**src/rtl/seg_xlate.sv**
```systemverilog
module seg_xlate #(
  parameter int SEG_W       = 6,
  parameter int DISP_W      = 12,
  parameter int PA_W        = 20,
  parameter int ENTRIES     = 8,
  parameter int ENTRY_SHIFT = 3
) (
  input  logic              clk,
  input  logic              rst_n,
  input  logic              req_valid,
  output logic              req_ready,
  input  logic [SEG_W-1:0]  req_seg,
  input  logic [DISP_W-1:0] req_disp,
  input  logic [PA_W-1:0]   tbl_base,
  input  logic [SEG_W:0]    tbl_len,
  input  logic              flush,
  output logic              rsp_valid,
  output logic [PA_W-1:0]   rsp_paddr,
  output logic [1:0]        rsp_fault,
  output logic              mem_req_valid,
  output logic [PA_W-1:0]   mem_req_addr,
  input  logic              mem_rsp_valid,
  input  logic [PA_W+DISP_W:0] mem_rsp_data
);
  localparam int IDX_W  = (ENTRIES > 1) ? $clog2(ENTRIES) : 1;
  localparam int DESC_W = 1 + PA_W + DISP_W;
  localparam logic [1:0] F_OK = 2'd0, F_LEN = 2'd1, F_MISS = 2'd2, F_INV = 2'd3;

  typedef enum logic {S_IDLE, S_WAIT} st_t;
  st_t st;

  logic [ENTRIES-1:0] vld;
  logic [SEG_W-1:0]   tag_q  [ENTRIES];
  logic [PA_W-1:0]    base_q [ENTRIES];
  logic [DISP_W-1:0]  lim_q  [ENTRIES];
  logic [IDX_W-1:0]   rr;
  logic [SEG_W-1:0]   seg_q;
  logic [DISP_W-1:0]  disp_q;

  logic              hit;
  logic [PA_W-1:0]   hit_base;
  logic [DISP_W-1:0] hit_lim;

  assign req_ready = (st == S_IDLE);

  wire accept  = req_valid && req_ready;
  wire seg_bad = {1'b0, req_seg} >= tbl_len;
  wire fill    = (st == S_WAIT) && mem_rsp_valid;

  wire              d_present = mem_rsp_data[DESC_W-1];
  wire [PA_W-1:0]   d_base    = mem_rsp_data[DESC_W-2:DISP_W];
  wire [DISP_W-1:0] d_lim     = mem_rsp_data[DISP_W-1:0];

  always_comb begin
    hit      = 1'b0;
    hit_base = '0;
    hit_lim  = '0;
    for (int i = 0; i < ENTRIES; i++) begin
      if (vld[i] && tag_q[i] == req_seg && !flush) begin
        hit      = 1'b1;
        hit_base = hit_base | base_q[i];
        hit_lim  = hit_lim | lim_q[i];
      end
    end
  end

  always_ff @(posedge clk) begin
    if (!rst_n) begin
      st            <= S_IDLE;
      vld           <= '0;
      rr            <= '0;
      seg_q         <= '0;
      disp_q        <= '0;
      rsp_valid     <= 1'b0;
      rsp_paddr     <= '0;
      rsp_fault     <= F_OK;
      mem_req_valid <= 1'b0;
      mem_req_addr  <= '0;
    end else begin
      rsp_valid <= 1'b0;
      if (flush) vld <= '0;
      case (st)
        S_IDLE: begin
          if (accept) begin
            if (seg_bad) begin
              rsp_valid <= 1'b1;
              rsp_fault <= F_INV;
              rsp_paddr <= '0;
            end else if (hit) begin
              rsp_valid <= 1'b1;
              if (req_disp >= hit_lim) begin
                rsp_fault <= F_LEN;
                rsp_paddr <= '0;
              end else begin
                rsp_fault <= F_OK;
                rsp_paddr <= hit_base + PA_W'(req_disp);
              end
            end else begin
              st            <= S_WAIT;
              seg_q         <= req_seg;
              disp_q        <= req_disp;
              mem_req_valid <= 1'b1;
              mem_req_addr  <= tbl_base + (PA_W'(req_seg) << ENTRY_SHIFT);
            end
          end
        end
        S_WAIT: begin
          if (mem_rsp_valid) begin
            st            <= S_IDLE;
            mem_req_valid <= 1'b0;
            rsp_valid     <= 1'b1;
            if (!d_present) begin
              rsp_fault <= F_MISS;
              rsp_paddr <= '0;
            end else begin
              vld[rr] <= 1'b1;
              rr      <= (rr == IDX_W'(ENTRIES-1)) ? '0 : rr + 1'b1;
              if (disp_q >= d_lim) begin
                rsp_fault <= F_LEN;
                rsp_paddr <= '0;
              end else begin
                rsp_fault <= F_OK;
                rsp_paddr <= d_base + PA_W'(disp_q);
              end
            end
          end
        end
        default: st <= S_IDLE;
      endcase
    end
  end

  always_ff @(posedge clk) begin
    if (fill && d_present) begin
      tag_q[rr]  <= seg_q;
      base_q[rr] <= d_base;
      lim_q[rr]  <= d_lim;
    end
  end


  hit_no_read_chk: assert property (@(posedge clk) disable iff (!rst_n)
    (accept && !seg_bad && hit) |=> (rsp_valid && !mem_req_valid));


  bad_seg_chk: assert property (@(posedge clk) disable iff (!rst_n)
    (req_valid && req_ready && ({1'b0, req_seg} >= tbl_len)) |=>
      (rsp_valid && rsp_fault == F_INV && !mem_req_valid));


  read_hold_chk: assert property (@(posedge clk) disable iff (!rst_n)
    (mem_req_valid && !mem_rsp_valid) |=>
      (mem_req_valid && !req_ready && $stable(mem_req_addr)));


  read_done_chk: assert property (@(posedge clk) disable iff (!rst_n)
    (mem_req_valid && mem_rsp_valid) |=> (rsp_valid && !mem_req_valid && req_ready));


  fault_addr_zero_chk: assert property (@(posedge clk) disable iff (!rst_n)
    (rsp_valid && rsp_fault != F_OK) |-> (rsp_paddr == '0));


  rsp_excl_chk: assert property (@(posedge clk) disable iff (!rst_n)
    !(rsp_valid && mem_req_valid));


  flush_clear_chk: assert property (@(posedge clk) disable iff (!rst_n)
    (flush && !fill) |=> (vld == '0));
endmodule

```
**config.mk**
```make
export PLATFORM = sky130hd
export DESIGN_NAME = seg_xlate
export DESIGN_NICKNAME = d
export VERILOG_FILES = /design/src/rtl/seg_xlate.sv
export SDC_FILE = /design/constraint.sdc
export NUM_CORES = 1
export LEC_CHECK = 0
export BUFFER_PORTS_ARGS = -buffer_cell sky130_fd_sc_hd__buf_2
export CORE_UTILIZATION = 40
export CTS_CLUSTER_SIZE = 30
export DETAILED_ROUTE_END_ITERATION = 12
export GPL_ROUTABILITY_DRIVEN = 0
export REMOVE_ABC_BUFFERS = 1
export SYNTH_ARGS = -nofsm -noshare
export SYNTH_HDL_FRONTEND = slang
export SYNTH_SLANG_ARGS = --single-unit
```
**constraint.sdc**
```tcl
create_clock -name clk -period 5 [get_ports clk]
set_input_delay 0.25 -clock clk [delete_from_list [all_inputs] [get_ports clk]]
set_output_delay 0.25 -clock clk [all_outputs]
set_load 0.03 [all_outputs]
```
-- Word-level counts from Yosys, hierarchy flattened
Memory sizes are Yosys's and may differ from the RTL's.
Cells that the tools add are included.
- add/sub/neg operators: 4
- magnitude comparators: 5
- equality and inequality tests: 14
- multiplexer cells: 65
- bitwise gates (word level): 18
- reduce and logical (&&, ||, !) cells: 25
- operators by type and width (operator ; number):
    20-bit two-way mux ; 15
    20-bit OR ; 7
    12-bit two-way mux ; 8
    12-bit OR ; 7
    6-bit equality test ; 8
    20-bit by 12-bit adder with 20-bit output ; 2
    8-bit two-way mux ; 5
    20-bit case mux with 2 select lines ; 1
    1-bit two-way mux ; 25
    12-bit >= comparator ; 2
    20-bit by 9-bit adder with 20-bit output ; 1
    1-bit logical AND ; 20
    2-bit two-way mux ; 5
    8-bit OR ; 1
    4-bit AND reduction ; 2
    6-bit by 7-bit >= comparator with 1-bit output ; 1
    2-bit != test, second input constant ; 3
    1-bit case mux with 2 select lines ; 3
    3-bit AND reduction ; 2
    3-bit by 4-bit < comparator with 1-bit output, second input constant ; 1
    2-bit case mux with 2 select lines ; 1
    3-bit by 1-bit adder with 3-bit output, second input constant ; 1
    1-bit demux with 3-bit select ; 1
    3-bit equality test, second input constant ; 1
    other kinds (6) ; 8
- register bits after elaboration: 74
- bits in writable memories: 304
- input bits: 83
- logic and storage cells: 144
- memories kept: 3
- memories (memory ; depth ; width ; read ports ; clocked after Yosys merged registers in ; write ports ; line ; text):
    base_q ; 8 ; 20 ; 8 ; 0 ; 1 ; 34 ; logic [PA_W-1:0] base_q [ENTRIES];
    lim_q ; 8 ; 12 ; 8 ; 0 ; 1 ; 35 ; logic [DISP_W-1:0] lim_q [ENTRIES];
    tag_q ; 8 ; 6 ; 8 ; 0 ; 1 ; 33 ; logic [SEG_W-1:0] tag_q [ENTRIES];

-- Depth between registers and ports, before layout
An unclocked memory read counts as a cell.
- depth in word-level cells: 25
- gate-level depth with buffers: 21

-- Worst setup path before layout
No wires, ideal clock.
- kind: register -> register
- from: reg st
- to: mem base_q[0][0], enable pin
- setup time: 0.532 ns
- arrival time: 4.422 ns
- data required time: 4.468 ns
- setup slack: 0.046 ns
- stages on the path, launching flop included: 4
- path buffers: 1
- clock period less this slack: 4.954 ns
- cells stage by stage: dfxtp_1 nand3_1 clkbuf_1 nor4_1
- longest elaborated chain between the ends: 4
- ends and longest elaborated chain (element ; line ; text):
    start, declared ; 30 ; st_t st;
    start signal, assigned ; 69 ; st <= S_IDLE;
    start signal, assigned ; 99 ; st <= S_WAIT;
    start signal, assigned ; 109 ; st <= S_IDLE;
    1-bit logical AND ; 48 ; wire fill = (st == S_WAIT) && mem_rsp_valid;
    1-bit logical AND ; 134 ; if (fill && d_present) begin
    1-bit two-way mux ; 134 ;
    1-bit two-way mux (not written as such) ; 136 ; base_q[rr] <= d_base;
    end, declared ; 34 ;
No other way between the ends.

==> flow_metrics.env <==
export IMPL_netlist_top_cells_area="edfxtp_1 55%, dfxtp_1 8.9%, ha_1 4.8%, a22oi_1 4.6%, xor2_1 3.0%"
export IMPL_viasPerCell=5.57
export IMPL_fin_setup_tns_ns=0
export IMPL_critPathLaunchType="flip-flop"
export IMPL_fin_nets=1565
export IMPL_htree_levels=2
export IMPL_overflow=0
export IMPL_synth_area_mux_share_pct=0.121
export IMPL_postRouteAntennaNets=0
export IMPL_drt_total_wl_microns=44600
export IMPL_finalClockSkew_ns=0.0162
export IMPL_wire_per_inst_microns=22.6
export IMPL_cts_resized=0
export IMPL_fin_worst_hold_slack_ns=0.0111
export IMPL_clockRootBuffer="clkbuf_16"
export IMPL_grt_first_pass_wirelength_microns=67000
export IMPL_maxClockFrequency_ghz=0.224
export IMPL_synth_top_family_by_area="compound AO/OA/AOI/OAI gates"
export IMPL_async_reset_ff_share_pct=0
export IMPL_io_pin_count=128
export IMPL_area_of_the_die_sq_um=42300
export IMPL_cp_end_kind="flip-flop"
export IMPL_via_count=11000
export IMPL_clock_period_minus_worst_slack_ns=4.47
export IMPL_hold_class="input pin to flip-flop"
export IMPL_worst_margin_slew_ns=0.944
export IMPL_ys_flop_type="edfxtp_1"
export IMPL_cts_sinks=378
export IMPL_clk_pin_slew_ns=0.06
export IMPL_timing_worst_setup_path_type="flip-flop to flip-flop"
export IMPL_nFillCells=3633
export IMPL_layout_area_seq_sq_um=10600
export IMPL_critPathSlowestCell="nor3_1"
export IMPL_insertion_delay_ns=0.55
export IMPL_hpwl_microns=29400
export IMPL_power_per_cell_area_nw_per_um2=360
export IMPL_seq_area_frac_synth_pct=64.0
export IMPL_initial_core_util_pct=40.6
export IMPL_core_area_sq_um=40800
export IMPL_mappedNetlistArea_sq_um=16600
export IMPL_drive_above_1_share_pct=16.8
export IMPL_timing_slew_headroom_pct=37.1
export IMPL_critical_path_buf_inv_count=1
export IMPL_layout_commonest_cell="edfxtp_1"
export IMPL_syn_to_final_growth_pct=16.7
export IMPL_worst_endpoint_arrival_ns=4.90
export IMPL_tritoncts="done"
export IMPL_pin_count_of_the_biggest_net_entering_global_routing=50
export IMPL_hold_violations=0
export IMPL_mean_cell_area_of_the_mapped_netlist_sq_um=13.2
export IMPL_synth_edff_count=304
export IMPL_hold_buffer_count_at_cts=12
export IMPL_synth_xor_area_share_pct=4.65
export IMPL_post_synth_top_area_cell="edfxtp_1"
export IMPL_portBuffers=127
export IMPL_synthesis_instances=1253
export IMPL_synthSimpleGateAreaFrac_pct=9.83
export IMPL_clock_tree_buffer_depth=3
export IMPL_placement_rows=74
export IMPL_dp_slack_ns=0.403
export IMPL_worstSetupStartpoint="tag_q[7][1]"
export IMPL_setup_viol_count_final=0
export IMPL_worstPathMaxFanout=7
export IMPL_total_leakage_power_nw=7.15
export IMPL_synth_compound_gate_area_share_pct=13.5
export IMPL_post_route_drc_count=0
export IMPL_dieWidth_microns=206
export IMPL_final_min_period_over_clock_period_pct=89.3
export IMPL_rsz0062_at_grt="false"
export IMPL_cts_repair_timing_setup_buffer_count=0
export IMPL_grt_antenna_before_repair=1
export IMPL_final_max_slew_violation_count=0
export IMPL_first_iter_violations=1002
export IMPL_status="complete, no violations"
export IMPL_worst_ir_drop_vdd_mv=0.262
export IMPL_max_cap_violations=0
export IMPL_worstPathRequired_ns=5.43
export IMPL_mostFrequentLayoutCells="304 x edfxtp_1, 127 x buf_2, 102 x a22oi_1"
export IMPL_crit_reg2reg_launch="tag_q[7][1]"
export IMPL_multi_input_area_sq_um=5570
export IMPL_layout_setup_ws_ns=0.533
export IMPL_path_depth=17
export IMPL_dieHeight_microns=206
export IMPL_ff2ff_path_depth=17
export IMPL_final_cells=1977
export IMPL_cp_slowest_stage_delay_ns=0.49
export IMPL_cts_made_buffers=41
export IMPL_start_point_of_the_worst_hold_path="mem_rsp_data[4]"
export IMPL_synth_fa_ha_area_share_pct=5.19
export IMPL_place_detailed_instances=1892
export IMPL_drt_pass1_iter_count=7
export IMPL_total_number_of_yosys_warnings=0
export IMPL_first_global_vias=10800
export IMPL_timing_hold_worst_path_depth=1
export IMPL_grt_usage_pct=21.4
export IMPL_cp_cell_sequence="xor2_1 > nor3_1 > and2_1 > a22oi_1 > nand4_1 > ha_1 > inv_1 > fa_1 > nand3b_1 > a21oi_1 > o31a_1 > o41ai_1 > o21a_1 > nor4_1 > nand2_1 > xnor2_1 > o21ai_0"
export IMPL_timing_critical_path_max_delay_family="simple AND/OR/NAND/NOR gates"
export IMPL_yosys_area_top_type_share_pct=55.1
export IMPL_synth_distinct_cells=66
export IMPL_synth_seq_cells=378
export IMPL_antenna_cells_inserted=0
## final timing paths
path	to	slack (ns)
worst max-delay path	rsp_paddr[18]	0.53
worst min register to register	mem_req_addr[8]	0.45
worst max register to register	rsp_paddr[18]	0.53
worst min-delay path	lim_q[3][4]	0.01
## Yosys cell counts, types with 14 or more instances
library cell / instances
clkbuf_1: 25
ha_1: 64
dfxtp_1: 74
nand4_1: 21
nor3_1: 23
xor2_1: 56
xnor2_1: 32
a22oi_1: 102
o21ai_0: 46
a21boi_1: 27
nand2_1: 95
nor2_1: 26
edfxtp_1: 304
and3_1: 15
a21oi_1: 37
o211a_1: 20
nand3_1: 31
a22o_1: 14
and2_1: 14
nand2b_1: 21
inv_1: 45
## per-stage QoR
step / utilization, % / total power [mW] / instance area, sq um
after floorplan: - / 3.86 / 16300
after global placement: 44.0 / 4.09 / 18000
after detailed placement: 44.0 / 4.10 / 18000
after CTS: 47.4 / 7.02 / 19400
after global routing: 47.4 / 7.19 / 19400
final: 47.4 / 6.96 / 19400
## layout make-up
type	count	share of cell area, %
flip-flops and latches	378	54.8
multi-input cells	772	28.8
clock buffers	51	5.55
repair buffers	176	5.47
well taps	532	3.44
clock inverters	22	1.05
inverters	46	0.892
## flip-flops by register name, summed over array words and instances, names as in the netlist
name and cells:
tag_q 48, mem_req_addr 20, rr 3, rsp_fault 2, vld 8, mem_req_valid 1, seg_q 6, base_q 160
rsp_valid 1, disp_q 12, st 1, lim_q 96, rsp_paddr 20
## report_power, final
part           leakage, nW  internal [mW]  switching (mW)
clock                0.621           1.72            1.20
combinational         3.18          0.191           0.358
sequential            3.35           3.45          0.0436
## per-layer routing
layer	up-vias	global-route usage, %	share of wire [%]
li1	5112	-	-
met1	5457	29.4	44
met2	351	34.6	47
met3	91	3.52	6.3
met4	2	6.88	2.9
met5	-	0	0.029
## logic make-up (layout without fill, tap and decap cells)
logic type,after synthesis,after routing
AOI/OAI and AO/OA,313,313
xor gates and xnor gates,88,88
adders and majority gates,67,67
buffers and inverters,103,295
DFF,378,378
muxes,2,2
and+or+nand+nor,302,302
(Power assumes the default switching activity.)
